--- config.mk ---
export PLATFORM = sky130hd
export DESIGN_NAME = llsc_monitor
export DESIGN_NICKNAME = d
export VERILOG_FILES = /design/src/rtl/llsc_pkg.sv /design/src/rtl/llsc_resv_flag.sv /design/src/rtl/llsc_mem_port.sv /design/src/rtl/llsc_seq.sv /design/src/rtl/llsc_monitor.sv
export SDC_FILE = /design/constraint.sdc
export NUM_CORES = 1
export LEC_CHECK = 0
export BUFFER_PORTS_ARGS = -buffer_cell sky130_fd_sc_hd__buf_2
export CAP_MARGIN = 20
export CORE_MARGIN = 2
export CORE_UTILIZATION = 50
export CTS_BUF_LIST = sky130_fd_sc_hd__clkbuf_4 sky130_fd_sc_hd__clkbuf_8
export DETAILED_ROUTE_END_ITERATION = 12
export PLACE_DENSITY = 0.93
export SLEW_MARGIN = 20
export SYNTH_ARGS = -nofsm -noshare
export SYNTH_HDL_FRONTEND = slang
export SYNTH_SLANG_ARGS = --single-unit
--- constraint.sdc ---
create_clock -name clk_i -period 3.2 [get_ports clk_i]
set_input_delay 0.32 -clock clk_i [delete_from_list [all_inputs] [get_ports clk_i]]
set_output_delay 0.32 -clock clk_i [all_outputs]
set_load 0.03 [all_outputs]
--- src/rtl/llsc_pkg.sv ---
package llsc_pkg;
  typedef enum logic [1:0] {
    ST_IDLE  = 2'd0,
    ST_LOAD  = 2'd1,
    ST_STORE = 2'd2
  } seq_state_e;
endpackage

--- src/rtl/llsc_resv_flag.sv ---
module llsc_resv_flag (
  input  logic clk_i,
  input  logic rst_ni,
  input  logic arm_i,
  input  logic consume_i,
  input  logic evt_i,
  output logic flag_o
);
  logic flag_q;

  // trap and store clear beat arm
  always_ff @(posedge clk_i or negedge rst_ni) begin
    if (!rst_ni)                flag_q <= 1'b0;
    else if (evt_i || consume_i) flag_q <= 1'b0;
    else if (arm_i)              flag_q <= 1'b1;
  end

  assign flag_o = flag_q;
endmodule

--- src/rtl/llsc_mem_port.sv ---
module llsc_mem_port #(
  parameter int AW = 32,
  parameter int DW = 32
) (
  input  logic          clk_i,
  input  logic          rst_ni,
  input  logic          launch_i,
  input  logic          launch_we_i,
  input  logic [AW-1:0] launch_addr_i,
  input  logic [DW-1:0] launch_wdata_i,
  output logic          req_o,
  output logic          we_o,
  output logic [AW-1:0] addr_o,
  output logic [DW-1:0] wdata_o
);
  logic          req_q;
  logic          we_q;
  logic [AW-1:0] addr_q;
  logic [DW-1:0] wdata_q;

  always_ff @(posedge clk_i or negedge rst_ni) begin
    if (!rst_ni) begin
      req_q   <= 1'b0;
      we_q    <= 1'b0;
      addr_q  <= '0;
      wdata_q <= '0;
    end else begin
      req_q <= launch_i;
      if (launch_i) begin
        we_q    <= launch_we_i;
        addr_q  <= launch_addr_i;
        wdata_q <= launch_wdata_i;
      end
    end
  end

  assign req_o   = req_q;
  assign we_o    = we_q;
  assign addr_o  = addr_q;
  assign wdata_o = wdata_q;
endmodule

--- src/rtl/llsc_seq.sv ---
module llsc_seq #(
  parameter int AW = 32,
  parameter int DW = 32
) (
  input  logic          clk_i,
  input  logic          rst_ni,
  input  logic          ll_req_i,
  input  logic [AW-1:0] ll_addr_i,
  input  logic          sc_req_i,
  input  logic [AW-1:0] sc_addr_i,
  input  logic [DW-1:0] sc_data_i,
  input  logic          resv_i,
  input  logic          mem_ack_i,
  input  logic [DW-1:0] mem_rdata_i,
  output logic          arm_o,
  output logic          consume_o,
  output logic          launch_o,
  output logic          launch_we_o,
  output logic [AW-1:0] launch_addr_o,
  output logic [DW-1:0] launch_wdata_o,
  output logic          busy_o,
  output logic          done_o,
  output logic          t_o,
  output logic [DW-1:0] r0_o
);
  import llsc_pkg::*;

  seq_state_e    state_q, state_d;
  logic          idle;
  logic          take_ll, take_sc, sc_pass;
  logic          done_q, t_q;
  logic [DW-1:0] r0_q;

  assign idle    = (state_q == ST_IDLE);
  assign take_ll = idle && ll_req_i;
  assign take_sc = idle && sc_req_i && !ll_req_i;
  assign sc_pass = take_sc && resv_i;

  assign arm_o          = take_ll;
  assign consume_o      = take_sc;
  assign launch_o       = take_ll || sc_pass;
  assign launch_we_o    = !take_ll;
  assign launch_addr_o  = take_ll ? ll_addr_i : sc_addr_i;
  assign launch_wdata_o = sc_data_i;

  always_comb begin
    state_d = state_q;
    unique case (state_q)
      ST_IDLE: begin
        if (take_ll)      state_d = ST_LOAD;
        else if (sc_pass) state_d = ST_STORE;
      end
      ST_LOAD, ST_STORE: if (mem_ack_i) state_d = ST_IDLE;
      default: state_d = ST_IDLE;
    endcase
  end

  always_ff @(posedge clk_i or negedge rst_ni) begin
    if (!rst_ni) begin
      state_q <= ST_IDLE;
      done_q  <= 1'b0;
      t_q     <= 1'b0;
      r0_q    <= '0;
    end else begin
      state_q <= state_d;
      done_q  <= (take_sc && !resv_i) || (!idle && mem_ack_i);
      if (take_sc) t_q <= resv_i;
      if (state_q == ST_LOAD && mem_ack_i) r0_q <= mem_rdata_i;
    end
  end

  assign busy_o = !idle;
  assign done_o = done_q;
  assign t_o    = t_q;
  assign r0_o   = r0_q;
endmodule

--- src/rtl/llsc_monitor.sv ---
module llsc_monitor #(
  parameter int AW = 32,
  parameter int DW = 32
) (
  input  logic          clk_i,
  input  logic          rst_ni,
  input  logic          ll_req_i,
  input  logic [AW-1:0] ll_addr_i,
  input  logic          sc_req_i,
  input  logic [AW-1:0] sc_addr_i,
  input  logic [DW-1:0] sc_data_i,
  input  logic          evt_i,
  output logic          mem_req_o,
  output logic          mem_we_o,
  output logic [AW-1:0] mem_addr_o,
  output logic [DW-1:0] mem_wdata_o,
  input  logic          mem_ack_i,
  input  logic [DW-1:0] mem_rdata_i,
  output logic          busy_o,
  output logic          done_o,
  output logic          t_o,
  output logic [DW-1:0] r0_o
);
  logic          resv_flag;
  logic          arm, consume, launch, launch_we;
  logic [AW-1:0] launch_addr;
  logic [DW-1:0] launch_wdata;

  llsc_resv_flag u_flag (
    .clk_i     (clk_i),
    .rst_ni    (rst_ni),
    .arm_i     (arm),
    .consume_i (consume),
    .evt_i     (evt_i),
    .flag_o    (resv_flag)
  );

  llsc_seq #(.AW(AW), .DW(DW)) u_seq (
    .clk_i          (clk_i),
    .rst_ni         (rst_ni),
    .ll_req_i       (ll_req_i),
    .ll_addr_i      (ll_addr_i),
    .sc_req_i       (sc_req_i),
    .sc_addr_i      (sc_addr_i),
    .sc_data_i      (sc_data_i),
    .resv_i         (resv_flag),
    .mem_ack_i      (mem_ack_i),
    .mem_rdata_i    (mem_rdata_i),
    .arm_o          (arm),
    .consume_o      (consume),
    .launch_o       (launch),
    .launch_we_o    (launch_we),
    .launch_addr_o  (launch_addr),
    .launch_wdata_o (launch_wdata),
    .busy_o         (busy_o),
    .done_o         (done_o),
    .t_o            (t_o),
    .r0_o           (r0_o)
  );

  llsc_mem_port #(.AW(AW), .DW(DW)) u_port (
    .clk_i          (clk_i),
    .rst_ni         (rst_ni),
    .launch_i       (launch),
    .launch_we_i    (launch_we),
    .launch_addr_i  (launch_addr),
    .launch_wdata_i (launch_wdata),
    .req_o          (mem_req_o),
    .we_o           (mem_we_o),
    .addr_o         (mem_addr_o),
    .wdata_o        (mem_wdata_o)
  );
endmodule

### Word level (Yosys, flattened, before mapping)

Cells that the tools add are included.

| storage, ports and cells | value |
|---|---|
| bits in registers | 103 |
| latch bits | 0 |
| RAM bits | 0 |
| memory bits (read-only) | 0 |
| bits of input ports | 134 |
| output and inout bits | 101 |
| word-level logic and storage cells | 38 |
| memories | 0 |

| cells by class | value |
|---|---|
| add/subtract/negate cells | 0 |
| multipliers | 0 |
| divide/modulo/power cells | 0 |
| order comparisons | 0 |
| equality and inequality tests | 4 |
| shift operators | 0 |
| mux-type cells | 7 |
| bitwise logic cells | 0 |
| reduce and logical (&&, ||, !) cells | 18 |

Operators by type and width:

| cell | count |
|---|---|
| two-way mux 32 bit | 1 |
| logical AND 1 bit | 7 |
| two-way mux 2 bit | 3 |
| zero test 1 bit | 4 |
| one-hot mux 2 bit (2 select lines) | 1 |
| logical OR 1 bit | 3 |
| inequality test 3 bit (second input constant) | 1 |
| equality test 2 x 1 -> 1 bit (second input constant) | 1 |
| equality test 2 bit (second input constant) | 1 |
| zero test 2 bit | 1 |
| two-way mux 1 bit | 2 |
| inequality test 2 bit (second input constant) | 1 |
| AND reduction 2 bit | 1 |
| nonzero test 2 bit | 1 |
| OR reduction 2 bit | 1 |

### Longest topological paths before layout

Gate-level depths: netlist of run 1.

| depth | value |
|---|---|
| word-level depth | 7 |
| depth in mapped cells | 7 |
| mapped depth without buffers | 5 |

### By module

From an unflattened synthesis of run 1, not the netlist that was laid out.

| second synthesis, totals | value |
|---|---|
| cells, all modules | 301 |
| area, all modules | 4997.3 um^2 |

Modules (own cells, without submodules):

| module | times used | cells each | area an instance (um^2) | seq. area each (um^2) |
|---|---|---|---|---|
| llsc_mem_port | 1 | 138 | 2643.8 | 1651.6 |
| llsc_seq | 1 | 160 | 2314.7 | 900.9 |
| llsc_resv_flag | 1 | 3 | 38.8 | 25.0 |

### Least setup slack after synthesis of run 1

OpenSTA, ideal clock, no wires.

| timing | value |
|---|---|
| path kind | reg-to-reg |
| start | register u_seq.state_q[0] |
| end | register u_port.addr_q[23], in the netlist u_port.addr_o[23] |
| arrival time | 1.286 ns |
| slack | 1.773 ns |
| cell stages (with the launch flop) | 8 |
| cell sequence | dfrtp_1 -> inv_1 -> ha_1 -> buf_6 -> nand2_4 -> buf_4 -> mux2i_1 -> a31oi_1 |

| on the way | value |
|---|---|
| word-level cells in the longest chain between the ends | 5 |
| elaborated cells between the ends (all ways) | 7 |
| classes of those cells | mux: 1; reduce/logical: 6 |

Ends and longest elaborated chain:

| what | line | source |
|---|---|---|
| start: declaration | llsc_seq.sv:28 | `seq_state_e state_q, state_d;` |
| start signal: assignment | llsc_seq.sv:65 | `state_q <= state_d;` |
| zero test 2 bit (*) | llsc_seq.sv:34 | `assign idle = (state_q == ST_IDLE);` |
| logical AND 1 bit (2 in series) | llsc_seq.sv:36 | `assign take_sc = idle && sc_req_i && !ll_req_i;` |
| logical AND 1 bit | llsc_seq.sv:37 | `assign sc_pass = take_sc && resv_i;` |
| logical OR 1 bit | llsc_seq.sv:41 | `assign launch_o = take_ll \|\| sc_pass;` |
| end signal: assignment | llsc_mem_port.sv:31 | `addr_q <= launch_addr_i;` |
| end: declaration | llsc_mem_port.sv:18 | `logic [AW-1:0] addr_q;` |

Mark *: on every way between the ends. The rest lies on a longest branch, timed or not.
A chain may end at the register's enable or synchronous reset.

### Final worst setup path of run 1

| timing | value |
|---|---|
| start | register u_seq.state_q[0] |
| end | output busy_o |

| on the way | value |
|---|---|
| word-level cells in the longest chain between the ends | 2 |

Ends and longest elaborated chain:

| what | line | source |
|---|---|---|
| zero test 2 bit | llsc_seq.sv:34 |  |
| zero test 1 bit | llsc_seq.sv:72 | `assign busy_o = !idle;` |
| end: declaration | llsc_monitor.sv:19 | `output logic busy_o,` |

No other way between the ends.

==> results of run 1 <==
-- layer usage --
layer	part of all wire, %	global-route usage (%)	vias to the layer above
li1	-	-	1577
met1	39	26.9	1614
met2	51	38.6	171
met3	7.8	5.01	14
met4	1.4	5.88	0
met5	0	0	-
-- cell usage in the layout (no fill, tap or decap), drive strengths merged --
cell type and instances:
buf 237, dfrtp 103, mux2 64, a21oi 35, mux2i 32, a31oi 32
clkbuf 11, nand2 9, inv 6, clkinv 3, o22ai 2, ha 2
a21o 1, nor2 1, a32o 1, nor2b 1, nand4b 1, nand3b 1
clkinvlp 1
-- kinds of logic (layout without fill, tap and decap cells) --
| kind of cell | Yosys count | after routing | synth area share, % |
|---|---|---|---|
| multiplexers | 96 | 96 | 26.0 |
| buffers and inverters | 29 | 258 | 4.18 |
| adder cells (fa/ha/maj) | 2 | 2 | 0.565 |
| AO/OA/AOI/OAI | 71 | 71 | 9.33 |
| AND/OR/NAND/NOR | 13 | 13 | 1.70 |
| flip-flops | 103 | 103 | 58.2 |
-- power by group through the flow --
stage	Combinational (mW)	Clock, mW	Sequential (mW)
global route	3.73	0.823	2.36
CTS	3.56	0.772	2.29
detailed placement	3.56	0	2.30
global placement	3.46	0	2.27
floorplan	1.33	0	3.55
finish	3.53	0.752	2.29
-- final timing paths --
kind | from | endpoint | slack, ns | cells past startpoint
setup / recovery | u_seq.state_q[0]$_DFFE_PN0P_ | busy_o | 0.84 | 5
hold / removal | rst_ni | u_port.addr_o[9]$_DFFE_PN0P_ | 0.003 | 1
setup reg to reg | u_seq.state_q[0]$_DFFE_PN0P_ | u_seq.state_q[0]$_DFFE_PN0P_ | 1.15 | 6
hold reg to reg | u_port.we_o$_DFFE_PN0P_ | u_port.we_o$_DFFE_PN0P_ | 0.49 | 2
max in group asynchronous | rst_ni | u_seq.r0_o[6]$_DFFE_PN0P_ | 2.40 | 2
min in group clk_i | evt_i | u_flag.flag_o$_DFFE_PN0P_ | 0.11 | 2
-- per-stage QoR --
stage / instances / area (µm²)
after global placement: 635 / 5590
after detailed placement: 635 / 5590
after floorplan: 314 / 4430
after global routing: 651 / 5780
after CTS: 651 / 5770
final: 651 / 5780
-- sequential cells by signal, summed over array words and instances, names as in the netlist --
| name | count |
|---|---|
| u_seq.t_o | 1 |
| u_seq.done_o | 1 |
| u_seq.state_q | 2 |
| u_port.we_o | 1 |
| u_seq.r0_o | 32 |
| u_port.wdata_o | 32 |
| u_port.req_o | 1 |
| u_port.addr_o | 32 |
| u_flag.flag_o | 1 |
-- area by class of cell --
type | count | area (µm²)
fillers | 660 | 2860
well taps | 108 | 135
multi-input cells | 182 | 1670
repair buffers | 237 | 1200
inverters | 5 | 18.8
clock buffers | 11 | 139
flip-flops and latches | 103 | 2580
clock inverters | 5 | 42.5
==> flow_metrics.tcl, run 1 <==
set metrics [dict create \
    yosys_register_bits 103 \
    antenna_cells 0 \
    routed_via_density 5.19 \
    min_period_ns 2.36 \
    yosys.area.top_type "dfrtp_1" \
    initialDrtViolationCount 83 \
    slew_headroom_pct 50.4 \
    synth_top_area_share_pct 58.2 \
    timing.critical_path.buf_inv 4 \
    timing.final.hold_violations 0 \
    clkLatencyLatePin_ns 0.36 \
    grt_start_max_net_pins 84 \
    drc 0 \
    rsz0062_at_grt "no" \
    first_pass_iters 4 \
    die_h_um 98.1 \
    cp.required_ns 2.88 \
    h-tree-depth 3 \
    synthTopCellsByArea "dfrtp_1 (58%), mux2_4 (9.8%), mux2_2 (8.9%)" \
    synth_cell_types 22 \
    leakagePower_nw 3.06 \
    crit_fanout 67 \
    drive_gt1_share_pct 59.1 \
    final_core_util_pct 66.9 \
    overflow 0 \
    synth_most_common_cell "dfrtp_1" \
    cts_made_buffers 9 \
    outcome "finished clean" \
    grt_pass1_wl_mm 16.9 \
    portBuffers 234 \
    max_stage_delay_ns 0.54 \
    holdBufCountCts 0 \
    worstPathArrival_ns 2.04 \
    synth_edf_count 0 \
    seq_power_share_pct 34.8 \
    die_area_mm2 0.00962 \
    setup_violations 0 \
    powerDensity_mw_per_mm2 1140 \
    grt_antenna_before_repair 0 \
    post_cts_resized 0 \
    dp_slack_ns 1.17 \
    path_delay_family "buffers and inverters" \
    crit_type "flip-flop to primary output" \
    die_w_um 98.1 \
    fin_crit_sh_pct 73.7 \
    setup-tns-final_ns 0 \
    hold_path.class "primary input to asynchronous set/reset pin" \
    wirelength_mm 10.6 \
    num_io_pins 235 \
    hpwl_mm 7.97 \
    start_util_pct 51.2 \
    area_delta_synth_final_pct 30.6 \
    maxSlewViolCount 0 \
    gp_congestion 0.778 \
    finalHoldWorstSlack_ns 0.00269 \
    grt_pass1_vias 3434 \
    power_mw 6.57 \
    synth_seq_area_share_pct 58.2 \
    sw_frac_of_total_pct 46.4 \
    cp_slowest_cell "buf_4" \
    cts_tree "done" \
    cts_sinks 103 \
    worst_slack_ns 0.841 \
    crit_top_cell "inv_1" \
    syn_nets 450 \
    ys.flop_type "dfrtp_1" \
    fmax_ghz 0.424 \
    fin_skew_ns 0.0158 \
    synthArstFlopShare_pct 100 \
    power_frac_comb_pct 53.8 \
    p_sw_mw 3.05 \
    grt_use_total_pct 21.8 \
    yosysWarningCount 0 \
    avgRoutedWirePerCell_um 16.3 \
    synth_area_per_cell_um2 14.1 \
    vias 3376 \
    root_buffer "clkbuf_8" \
    p_int_mw 3.52 \
    clock_path_buffers 2 \
    crit_path_cell_trace "inv_1, ha_2, buf_4, inv_1, buf_2" \
    final_nets 674 \
    end_kind "primary output" \
    worst_slew_pin_slew_ns 0.745 \
    placementRows 34 \
    core_area_mm2 0.00864 \
    cts_setup_buffers 0 \
    max-vdd-ir-drop_uv 523 \
    ys_top_cells_by_count "dfrtp_1 (103), a21oi_1 (35), mux2_2 (35)" \
    antenna_left 0 \
    startpoint_type "flip-flop" \
    netlist_area_mm2 0.00443 \
    p_clk_share_pct 11.4 \
    path_clk_slew_ns 0.10 \
    max_cap_violations 0 \
    postSynthCellCount 314 \
]
Power figures use the tool's default switching activity.
==> run 2, diff against run 1 <==
--- a/config.mk
+++ b/config.mk
@@ -8,10 +8,10 @@
 export BUFFER_PORTS_ARGS = -buffer_cell sky130_fd_sc_hd__buf_2
 export CAP_MARGIN = 20
 export CORE_MARGIN = 2
-export CORE_UTILIZATION = 50
+export CORE_UTILIZATION = 47
 export CTS_BUF_LIST = sky130_fd_sc_hd__clkbuf_4 sky130_fd_sc_hd__clkbuf_8
 export DETAILED_ROUTE_END_ITERATION = 12
-export PLACE_DENSITY = 0.93
+export PLACE_DENSITY = 0.88
 export SLEW_MARGIN = 20
 export SYNTH_ARGS = -nofsm -noshare
 export SYNTH_HDL_FRONTEND = slang
==> constraint.sdc (replaced) <==
create_clock -name clk_i -period 2.32 [get_ports clk_i]
set_input_delay 0.232 -clock clk_i [delete_from_list [all_inputs] [get_ports clk_i]]
set_output_delay 0.232 -clock clk_i [all_outputs]
set_load 0.03 [all_outputs]
==> flow_metrics.tcl, run 2 (synthesized netlist as in run 1, its figures left out) <==
set metrics [dict create \
    post_cts_resized 0 \
    die_h_um 101 \
    max-vdd-ir-drop_uv 667 \
    leakagePower_nw 3.10 \
    vias 3357 \
    worst_slew_pin_slew_ns 0.614 \
    placementRows 35 \
    p_sw_mw 4.27 \
    num_io_pins 235 \
    rsz0062_at_grt "no" \
    die_area_mm2 0.0102 \
    start_util_pct 48.1 \
    final_area_mm2 0.00586 \
    p_clk_share_pct 12.2 \
    cts_made_buffers 9 \
    grt_pass1_wl_mm 15.9 \
    setup_violations 0 \
    max_stage_delay_ns 0.40 \
    cts_tree "done" \
    layout_commonest_cell "buf_2" \
    fmax_ghz 0.488 \
    clkLatencyLatePin_ns 0.36 \
    final_nets 679 \
    worstPathArrival_ns 1.82 \
    timing.final.hold_violations 0 \
    area_delta_synth_final_pct 32.4 \
    startpoint_type "flip-flop" \
    clock_path_buffers 2 \
    root_buffer "clkbuf_8" \
    p_int_mw 4.88 \
    crit_top_cell "inv_1" \
    r2r_cells 6 \
    seq_power_share_pct 34.4 \
    hp-start "evt_i" \
    overflow 0 \
    antenna_left 0 \
    mostFrequentLayoutCells "buf_2 (233), dfrtp_1 (103), a21oi_1 (35), mux2_2 (35)" \
    die_w_um 101 \
    fin_skew_ns 0.0215 \
    initialDrtViolationCount 110 \
    cp.required_ns 2.09 \
    core_area_mm2 0.00920 \
    slew_headroom_pct 59.1 \
    cts_sinks 103 \
    min_to "u_flag.flag_o$_DFFE_PN0P_" \
    fin_crit_sh_pct 88.3 \
    regToRegSetupSlack_ns 0.56 \
    h-tree-depth 3 \
    power_frac_comb_pct 53.4 \
    end_kind "primary output" \
    crit_type "flip-flop to primary output" \
    routed_via_density 5.09 \
    outcome "finished clean" \
    grt_start_max_net_pins 65 \
    path_clk_slew_ns 0.11 \
    grt_antenna_before_repair 0 \
    portBuffers 234 \
    final_core_util_pct 63.7 \
    placed_cell_area_mm2 0.00564 \
    crit_fanout 37 \
    reg2reg_from "u_seq.state_q[0]$_DFFE_PN0P_" \
    gp_congestion 0.757 \
    first_pass_iters 5 \
    antenna_cells 0 \
    min_path_cells 2 \
    powerDensity_mw_per_mm2 1560 \
    avgRoutedWirePerCell_um 16.0 \
    wirelength_mm 10.5 \
    crit_path_cell_trace "inv_1, ha_2, buf_4, inv_1, buf_2" \
    grt_pass1_vias 3257 \
    power_mw 9.16 \
    sw_frac_of_total_pct 46.6 \
    cp_slowest_cell "dfrtp_1" \
    min_period_ns 2.05 \
    r2r-end "u_seq.state_q[0]$_DFFE_PN0P_" \
    setup-tns-final_ns 0 \
    max_cap_violations 0 \
    hpwl_mm 7.94 \
    grt_use_total_pct 20.0 \
    hold_path.class "primary input to flip-flop" \
    drive_gt1_share_pct 59.3 \
    drc 0 \
    maxSlewViolCount 0 \
]
run 2: cell types whose count changed in the layout (fill, tap and decap cells not counted):
cell	before	now
inv_6	1	2
inv_8	0	1
clkbuf_4	2	0
clkinv_8	0	3
buf_6	1	0
buf_4	3	7
clkinvlp_4	1	0
clkinv_4	3	1
buf_12	0	1
dlygate4sd3_1	0	1
run 2: layer usage:
layer | up-vias | track usage [%] | wire length, µm
met4 | 0 | 8.21 | 243
met1 | 1549 | 25.2 | 4330
met5 | - | 0 | 0
met3 | 22 | 4.09 | 804
met2 | 187 | 33.8 | 5150
li1 | 1599 | - | -
run 2: timing repair:
item | in CTS | in global routing
hold endpoints to repair | 34 | 0
setup buffers | 0 | 0
hold buffers | 1 | 0
run 2: metrics by stage:
stage | cells | worst slack [ns] | hold WS [ns]
CTS | 659 | 0.253 | 0.00248
global placement | 642 | 0.651 | 0.218
detailed placement | 642 | 0.567 | 0.228
finish | 659 | 0.271 | 0.0210
global route | 659 | 0.117 | 0.0102
floorplan | 314 | 0.893 | -0.0636
run 2: worst max path at each step:
stage,from,end,depth (start not counted)
final,u_seq.state_q[0]$_DFFE_PN0P_,busy_o,5
after global routing,u_seq.state_q[0]$_DFFE_PN0P_,busy_o,5
after CTS,u_seq.state_q[0]$_DFFE_PN0P_,busy_o,5
after detailed placement,u_seq.state_q[1]$_DFFE_PN0P_,u_seq.state_q[0]$_DFFE_PN0P_,6
after global placement,u_seq.state_q[0]$_DFFE_PN0P_,u_seq.state_q[0]$_DFFE_PN0P_,6
after floorplan,u_seq.state_q[0]$_DFFE_PN0P_,u_port.addr_o[23]$_DFFE_PN0P_,7
run 2: final cells by class:
type,count,area [µm²]
fillers,717,3340
flip-flops and latches,103,2580
multi-input cells,182,1670
repair buffers,242,1250
well taps,111,139
clock buffers,9,124
clock inverters,7,86.3
inverters,5,18.8
run 2: worst max-delay path: cells and delay by family (launching register included):
| family | cells | cell delay, ns |
|---|---|---|
| buf+inv | 4 | 0.79 |
| fa+ha+maj | 1 | 0.27 |
| flops | 1 | 0.40 |
run 2: power by group through the flow:
stage / logic, mW / clock network [mW] / registers (mW)
2_1_floorplan: 1.83 / 0 / 4.89
3_3_place_gp: 4.82 / 0 / 3.12
3_5_place_dp: 4.93 / 0 / 3.17
4_1_cts: 4.93 / 1.17 / 3.15
5_1_grt: 5.23 / 1.22 / 3.26
6_report: 4.89 / 1.12 / 3.15
